===== src/rtl/uirq_pkg.sv =====
package uirq_pkg;
    // Register offsets decoded by software; positions are fixed by the port's map.
    localparam int unsigned ADDR_W    = 3;
    localparam int unsigned DATA_W    = 8;
    localparam int unsigned EN_W      = 4;
    localparam logic [ADDR_W-1:0] OFS_DATA  = 3'd0;
    localparam logic [ADDR_W-1:0] OFS_EN    = 3'd1;
    localparam logic [ADDR_W-1:0] OFS_IDENT = 3'd2;
    localparam logic [ADDR_W-1:0] OFS_LINE  = 3'd5;

    // Source indices, listed in falling priority.
    localparam int unsigned NSRC      = 4;
    localparam int unsigned SRC_OVR   = 0;
    localparam int unsigned SRC_RX    = 1;
    localparam int unsigned SRC_TX    = 2;
    localparam int unsigned SRC_MODEM = 3;

    // Enable-register bit for each source.
    localparam int unsigned EN_RX     = 0;
    localparam int unsigned EN_TX     = 1;
    localparam int unsigned EN_OVR    = 2;
    localparam int unsigned EN_MODEM  = 3;

    typedef enum logic [3:0] {
        CODE_MODEM = 4'h0,
        CODE_NONE  = 4'h1,
        CODE_TX    = 4'h2,
        CODE_OVR   = 4'h6,
        CODE_RXTO  = 4'hC
    } reason_e;

    // Maps a source index to its reported code.
    function automatic reason_e src_code(input int unsigned idx);
        case (idx)
            SRC_OVR: return CODE_OVR;
            SRC_RX:  return CODE_RXTO;
            SRC_TX:  return CODE_TX;
            default: return CODE_MODEM;
        endcase
    endfunction
endpackage


===== src/rtl/uirq_enable_reg.sv =====
// Enable register: holds the per-source interrupt enables.
// Assumes: wr_en is a single-cycle strobe; bits at and above EN_W are forced to 0.
module uirq_enable_reg #(
    parameter int unsigned DATA_W = 8,
    parameter int unsigned EN_W   = 4
) (
    input  logic              clk,
    input  logic              rst_n,
    input  logic              wr_en,
    input  logic [DATA_W-1:0] wdata,
    output logic [DATA_W-1:0] en_q
);
    localparam logic [DATA_W-1:0] KEEP_MASK = DATA_W'((1 << EN_W) - 1);

    // Capture the masked enable bits on a write.
    always_ff @(posedge clk) begin
        if (!rst_n)     en_q <= '0;
        else if (wr_en) en_q <= wdata & KEEP_MASK;
    end
endmodule


===== src/rtl/uirq_line_status.sv =====
// Line status: sticky overrun flag plus the assembled status byte.
// Assumes: the transmitter is modelled as always idle, so its two bits read 1.
module uirq_line_status #(
    parameter int unsigned DATA_W = 8
) (
    input  logic              clk,
    input  logic              rst_n,
    input  logic              ovr_evt,
    input  logic              rd_clr,
    input  logic              rx_nonempty,
    output logic              ovr_q,
    output logic [DATA_W-1:0] status
);
    localparam int unsigned BIT_DR   = 0;
    localparam int unsigned BIT_OVR  = 1;
    localparam int unsigned BIT_THR  = 5;
    localparam int unsigned BIT_IDLE = 6;

    // A new event outranks a clearing read in the same cycle.
    always_ff @(posedge clk) begin
        if (!rst_n)       ovr_q <= 1'b0;
        else if (ovr_evt) ovr_q <= 1'b1;
        else if (rd_clr)  ovr_q <= 1'b0;
    end

    // Assemble the status byte from live state.
    always_comb begin
        status           = '0;
        status[BIT_DR]   = rx_nonempty;
        status[BIT_OVR]  = ovr_q;
        status[BIT_THR]  = 1'b1;
        status[BIT_IDLE] = 1'b1;
    end
endmodule


===== src/rtl/uirq_tx_pending.sv =====
// Transmit-ready pending flag: set by data writes, cleared by an acknowledging read.
// Assumes: set and clear never come in the same cycle (one address per access).
module uirq_tx_pending (
    input  logic clk,
    input  logic rst_n,
    input  logic set_i,
    input  logic clr_i,
    output logic pend_q
);
    // Set wins over clear should both ever coincide.
    always_ff @(posedge clk) begin
        if (!rst_n)     pend_q <= 1'b0;
        else if (set_i) pend_q <= 1'b1;
        else if (clr_i) pend_q <= 1'b0;
    end
endmodule


===== src/rtl/uirq_prio.sv =====
// Priority selector: picks the highest gated request and builds the identification byte.
// Assumes: req index 0 is the highest priority.
module uirq_prio
    import uirq_pkg::*;
#(
    parameter int unsigned DATA_W = 8,
    parameter int unsigned N      = NSRC
) (
    input  logic [N-1:0]      req,
    input  logic              fifo_on,
    output reason_e           reason,
    output logic [DATA_W-1:0] ident
);
    localparam int unsigned CODE_W = 4;

    // Scan from lowest to highest priority so the highest active request wins.
    always_comb begin
        reason = CODE_NONE;
        for (int i = N - 1; i >= 0; i--) begin
            if (req[i]) reason = src_code(i);
        end
    end

    // Place the reason code and the FIFO indicator bits.
    always_comb begin
        ident              = '0;
        ident[CODE_W-1:0]  = reason;
        ident[DATA_W-1]    = fifo_on;
        ident[DATA_W-2]    = fifo_on;
    end
endmodule


===== src/rtl/uart_irq_ident.sv =====
// Interrupt identification slice of a 16550-style port.
// Decodes register accesses, gates four sources by their enables, reports the winner
// and drives irq. Assumes reg_wr and reg_rd are never high together.
module uart_irq_ident
    import uirq_pkg::*;
(
    input  logic              clk,
    input  logic              rst_n,
    input  logic              reg_wr,
    input  logic              reg_rd,
    input  logic [ADDR_W-1:0] reg_addr,
    input  logic [DATA_W-1:0] reg_wdata,
    output logic [DATA_W-1:0] rd_data,
    input  logic              ovr_evt,
    input  logic              rx_nonempty,
    input  logic              modem_chg,
    input  logic              fifo_en,
    output logic              irq
);
    logic [DATA_W-1:0] en_q;
    logic [DATA_W-1:0] line_byte;
    logic [DATA_W-1:0] ident_byte;
    logic [NSRC-1:0]   req;
    logic              ovr_q;
    logic              tx_pend;
    reason_e           reason;

    logic wr_data, wr_en, rd_ident, rd_line, rd_en;

    // Address decode of the four offsets this slice owns.
    always_comb begin
        wr_data  = reg_wr && (reg_addr == OFS_DATA);
        wr_en    = reg_wr && (reg_addr == OFS_EN);
        rd_ident = reg_rd && (reg_addr == OFS_IDENT);
        rd_line  = reg_rd && (reg_addr == OFS_LINE);
        rd_en    = reg_rd && (reg_addr == OFS_EN);
    end

    uirq_enable_reg #(.DATA_W(DATA_W), .EN_W(EN_W)) u_en (
        .clk(clk), .rst_n(rst_n), .wr_en(wr_en), .wdata(reg_wdata), .en_q(en_q)
    );

    uirq_line_status #(.DATA_W(DATA_W)) u_line (
        .clk(clk), .rst_n(rst_n), .ovr_evt(ovr_evt), .rd_clr(rd_line),
        .rx_nonempty(rx_nonempty), .ovr_q(ovr_q), .status(line_byte)
    );

    uirq_tx_pending u_tx (
        .clk(clk), .rst_n(rst_n), .set_i(wr_data),
        .clr_i(rd_ident && (reason == CODE_TX)), .pend_q(tx_pend)
    );

    // Gate each raw source by its enable bit.
    always_comb begin
        req            = '0;
        req[SRC_OVR]   = ovr_q       && en_q[EN_OVR];
        req[SRC_RX]    = rx_nonempty && en_q[EN_RX];
        req[SRC_TX]    = tx_pend     && en_q[EN_TX];
        req[SRC_MODEM] = modem_chg   && en_q[EN_MODEM];
    end

    uirq_prio #(.DATA_W(DATA_W), .N(NSRC)) u_prio (
        .req(req), .fifo_on(fifo_en), .reason(reason), .ident(ident_byte)
    );

    // The request line follows the current reason.
    assign irq = (reason != CODE_NONE);

    // Read data multiplexer; zero when idle or for offsets owned elsewhere.
    always_comb begin
        rd_data = '0;
        if (rd_en)         rd_data = en_q;
        else if (rd_ident) rd_data = ident_byte;
        else if (rd_line)  rd_data = line_byte;
    end
endmodule


===== config.mk =====
export PLATFORM = sky130hd
export DESIGN_NAME = uart_irq_ident
export DESIGN_NICKNAME = d
export VERILOG_FILES = /design/src/rtl/uirq_pkg.sv /design/src/rtl/uirq_enable_reg.sv /design/src/rtl/uirq_line_status.sv /design/src/rtl/uirq_tx_pending.sv /design/src/rtl/uirq_prio.sv /design/src/rtl/uart_irq_ident.sv
export SDC_FILE = /design/constraint.sdc
export NUM_CORES = 1
export LEC_CHECK = 0
export BUFFER_PORTS_ARGS = -buffer_cell sky130_fd_sc_hd__buf_2
export CAP_MARGIN = 20
export CORE_UTILIZATION = 43
export DETAILED_ROUTE_END_ITERATION = 10
export HOLD_SLACK_MARGIN = 0.15
export PLACE_DENSITY = 0.74
export SETUP_SLACK_MARGIN = 0.4
export SLEW_MARGIN = 10
export SYNTH_ARGS = -nofsm -noshare
export SYNTH_HDL_FRONTEND = slang
export SYNTH_HIERARCHICAL = 1
export SYNTH_SLANG_ARGS = --single-unit

===== constraint.sdc =====
create_clock -name clk -period 1.6 [get_ports clk]
set_clock_uncertainty 0.1 [all_clocks]
set_input_delay 0 -clock clk [delete_from_list [all_inputs] [get_ports clk]]
set_output_delay 0 -clock clk [all_outputs]
set_load 0.005 [all_outputs]

==> impl_metrics.csv <==
group,metric,value,unit
run_status,status,"finished, violations left",
run_status,violations,"DRC",
placement,dp_hpwl,965,um
setup_path,cp_max_fo,3,
synth,syn_area,751,sq um
synth,synthCells,88,
route,drt-pass1-iter-count,6,
route,wl,1580,um
placement,placed_cells,115,
global_routing,top_usage_layer,"met2",
setup_path,critPathLaunchType,"register",
synth,syn_area_per_cell,8.53,sq um
global_routing,grt_pass1_wl,2650,um
run,timing.max_cap.violations,0,
cts,clkSlewWorstSetupHoldPaths,40,ps
min_path,hold_class,"in -> reg",
global_routing,grt_pass1_vias,632,
power,peakVddDrop,0.423,mV
synth,ys_async_sr_fraction,0,
sta,report.final.slew_viol_count,0,
floorplan,start_util,0.476,
cts,clockBufferDepth,2,
synth,ys_warn_count,6,
min_path,min_to,"u_line/ovr_q",
cts,htreeDepth,1,
sta,rsz0062_at_grt,"true",
global_routing,grt.total_usage,0.190,
sta,setup_tns,0,ps
global_routing,use_met1,0.194,
global_routing,globalRouteOverflowTotal,0,
finish,layout_common_cells,"buf_2, conb_1, dlygate4sd3_1",
synth,synth_edf_count,0,
sta,max_freq,0.650,GHz
power,power,0.419,mW
floorplan,rows,14,
floorplan,ios,28,
setup_path,critPathKind,"reg -> out",
sta,post-route-period-util,0.961,
cts,cts_tree,"done",
setup_path,timing.rr.end,"u_tx/pend_q",
sta,setup_viol,0,
sta,finalHoldViolCount,0,
placement,gp_congestion,0.799,
finish,layout_commonest_cell,"buf_2",
global_routing,use_met3,0.0542,
placement,post-place-ws,108,ps
setup_path,critPathRequiredTime,1500,ps
synth,synth_seq_cells,6,
sta,post-route-min-period,1540,ps
synth,yosysTopAreaCell,"buf_4",
setup_path,reg2reg_slack,110,ps
finish,syn_to_final_growth,28.0,%
cts,numCtsBuffers,3,
floorplan,coreArea,1580,sq um
floorplan,die_area,1920,sq um
synth,ys.flop_type,"dfxtp_1",
finish,n_antenna_cell,0,
sta,fin_ws,61.7,ps
route,drt_iter0_markers,3,
route,drc_errors,1,
setup_path,reg2reg_depth,6,
synth,synth_top_area_share,0.210,
setup_path,critPathArrivalTime,1440,ps
global_routing,use_met2,0.367,
power,p_leak,0.445,nW
route,dr_total_vias,639,
finish,final_cells,131,
floorplan,die_x,43.8,um
finish,nets,136,
min_path,holdCritStartpoint,"reg_addr[2]",
setup_path,end_kind,"output port",
cts,clock_tree.root_cell,"clkbuf_4",
global_routing,antenna_found_initial,0,
route,vias_per_cell,4.88,
power,powerDensity,436,nW/um^2
finish,fin_util,0.610,
synth,yosys-top-cells-area,"buf_4, dfxtp_1, a2bb2oi_2",
min_path,hold_path_depth,4,
synth,ys_seq_area_frac,0.160,
route,antenna_left,0,
finish,drive_gt1_frac,0.513,
synth,synth.distinct_cells,26,
cts,insertion_delay,240,ps
global_routing,grt_max_degree,11,
route,routedWlPerCell,12.1,um
cts,cts.sinks,6,
floorplan,fp.dieH,43.8,um
placement,port_buffers,23,
setup_path,worstReg2RegStart,"u_line/ovr_q",
## synth_stat cells, drive strengths merged, types with 2 or more instances
| master | n |
|---|---|
| a2bb2oi | 8 |
| and2 | 5 |
| buf | 23 |
| conb | 4 |
| dfxtp | 6 |
| inv | 2 |
| mux2i | 4 |
| nand2 | 9 |
| nor2 | 2 |
| nor2b | 6 |
| o21a | 2 |
| o21ai | 8 |
## state kept, by name, indices dropped and copies added (netlist names)
name / count
u_tx/pend_q: 1
u_en/en_q: 4
u_line/ovr_q: 1
## per-stage QoR
step / area [sq um] / hold WS (ps)
floorplan: 786 / 17.5
global placement: 769 / 117
detailed placement: 769 / 115
CTS: 953 / 157
global route: 961 / 180
finish: 961 / 176
## logic make-up after synthesis
logic type,count (synthesis),synth area share
AOI/OAI and AO/OA,19,0.245
buffers and inverters,25,0.242
DFF,6,0.160
muxes,4,0.0533
other,4,0.0200
and+or+nand+nor,30,0.280
## critical path: stages (launching register included)
cell and delay, ps:
dfxtp_2 310, and2_4 150, or2_4 260, nor3_4 150
nand2_1 90, a2bb2oi_2 120, buf_2 120
## worst max-delay path by stage
stage / start / end / cells past startpoint
floorplan: u_en/en_q[0] / u_tx/pend_q / 7
global placement: u_line/ovr_q / u_tx/pend_q / 6
global route: u_en/en_q[0] / rd_data[0] / 6
finish: u_line/ovr_q / rd_data[0] / 6
CTS: u_en/en_q[0] / rd_data[0] / 6
detailed placement: u_line/ovr_q / u_tx/pend_q / 6
## timing repair
action                                  CTS  global route
endpoints found under the hold margin     6             0
pin swaps                                 4             1
hold buffers                             10             0
gates resized for setup                  11             2
setup buffers                             3             0
gates cloned                              0             0
endpoints found under the setup margin    6             8
## layer usage
metal | vias up | part of all wire
li1 | 320 | -
met3 | 6 | 0.035
met1 | 290 | 0.41
met2 | 23 | 0.51
met4 | 0 | 0.039
met5 | - | 0
## layout make-up
class,count,area (sq um)
fillers,130,616
multi-input cells,65,528
repair buffers,39,260
flip-flops and latches,6,123
clock buffers,3,22.5
well taps,16,20.0
inverters,2,7.51
## power by group
group          switching [mW]  internal [mW]
Sequential            0.00310          0.156
Combinational          0.0521         0.0753
Clock                  0.0489         0.0845
Total                   0.104          0.315
(Power assumes the default switching activity.)
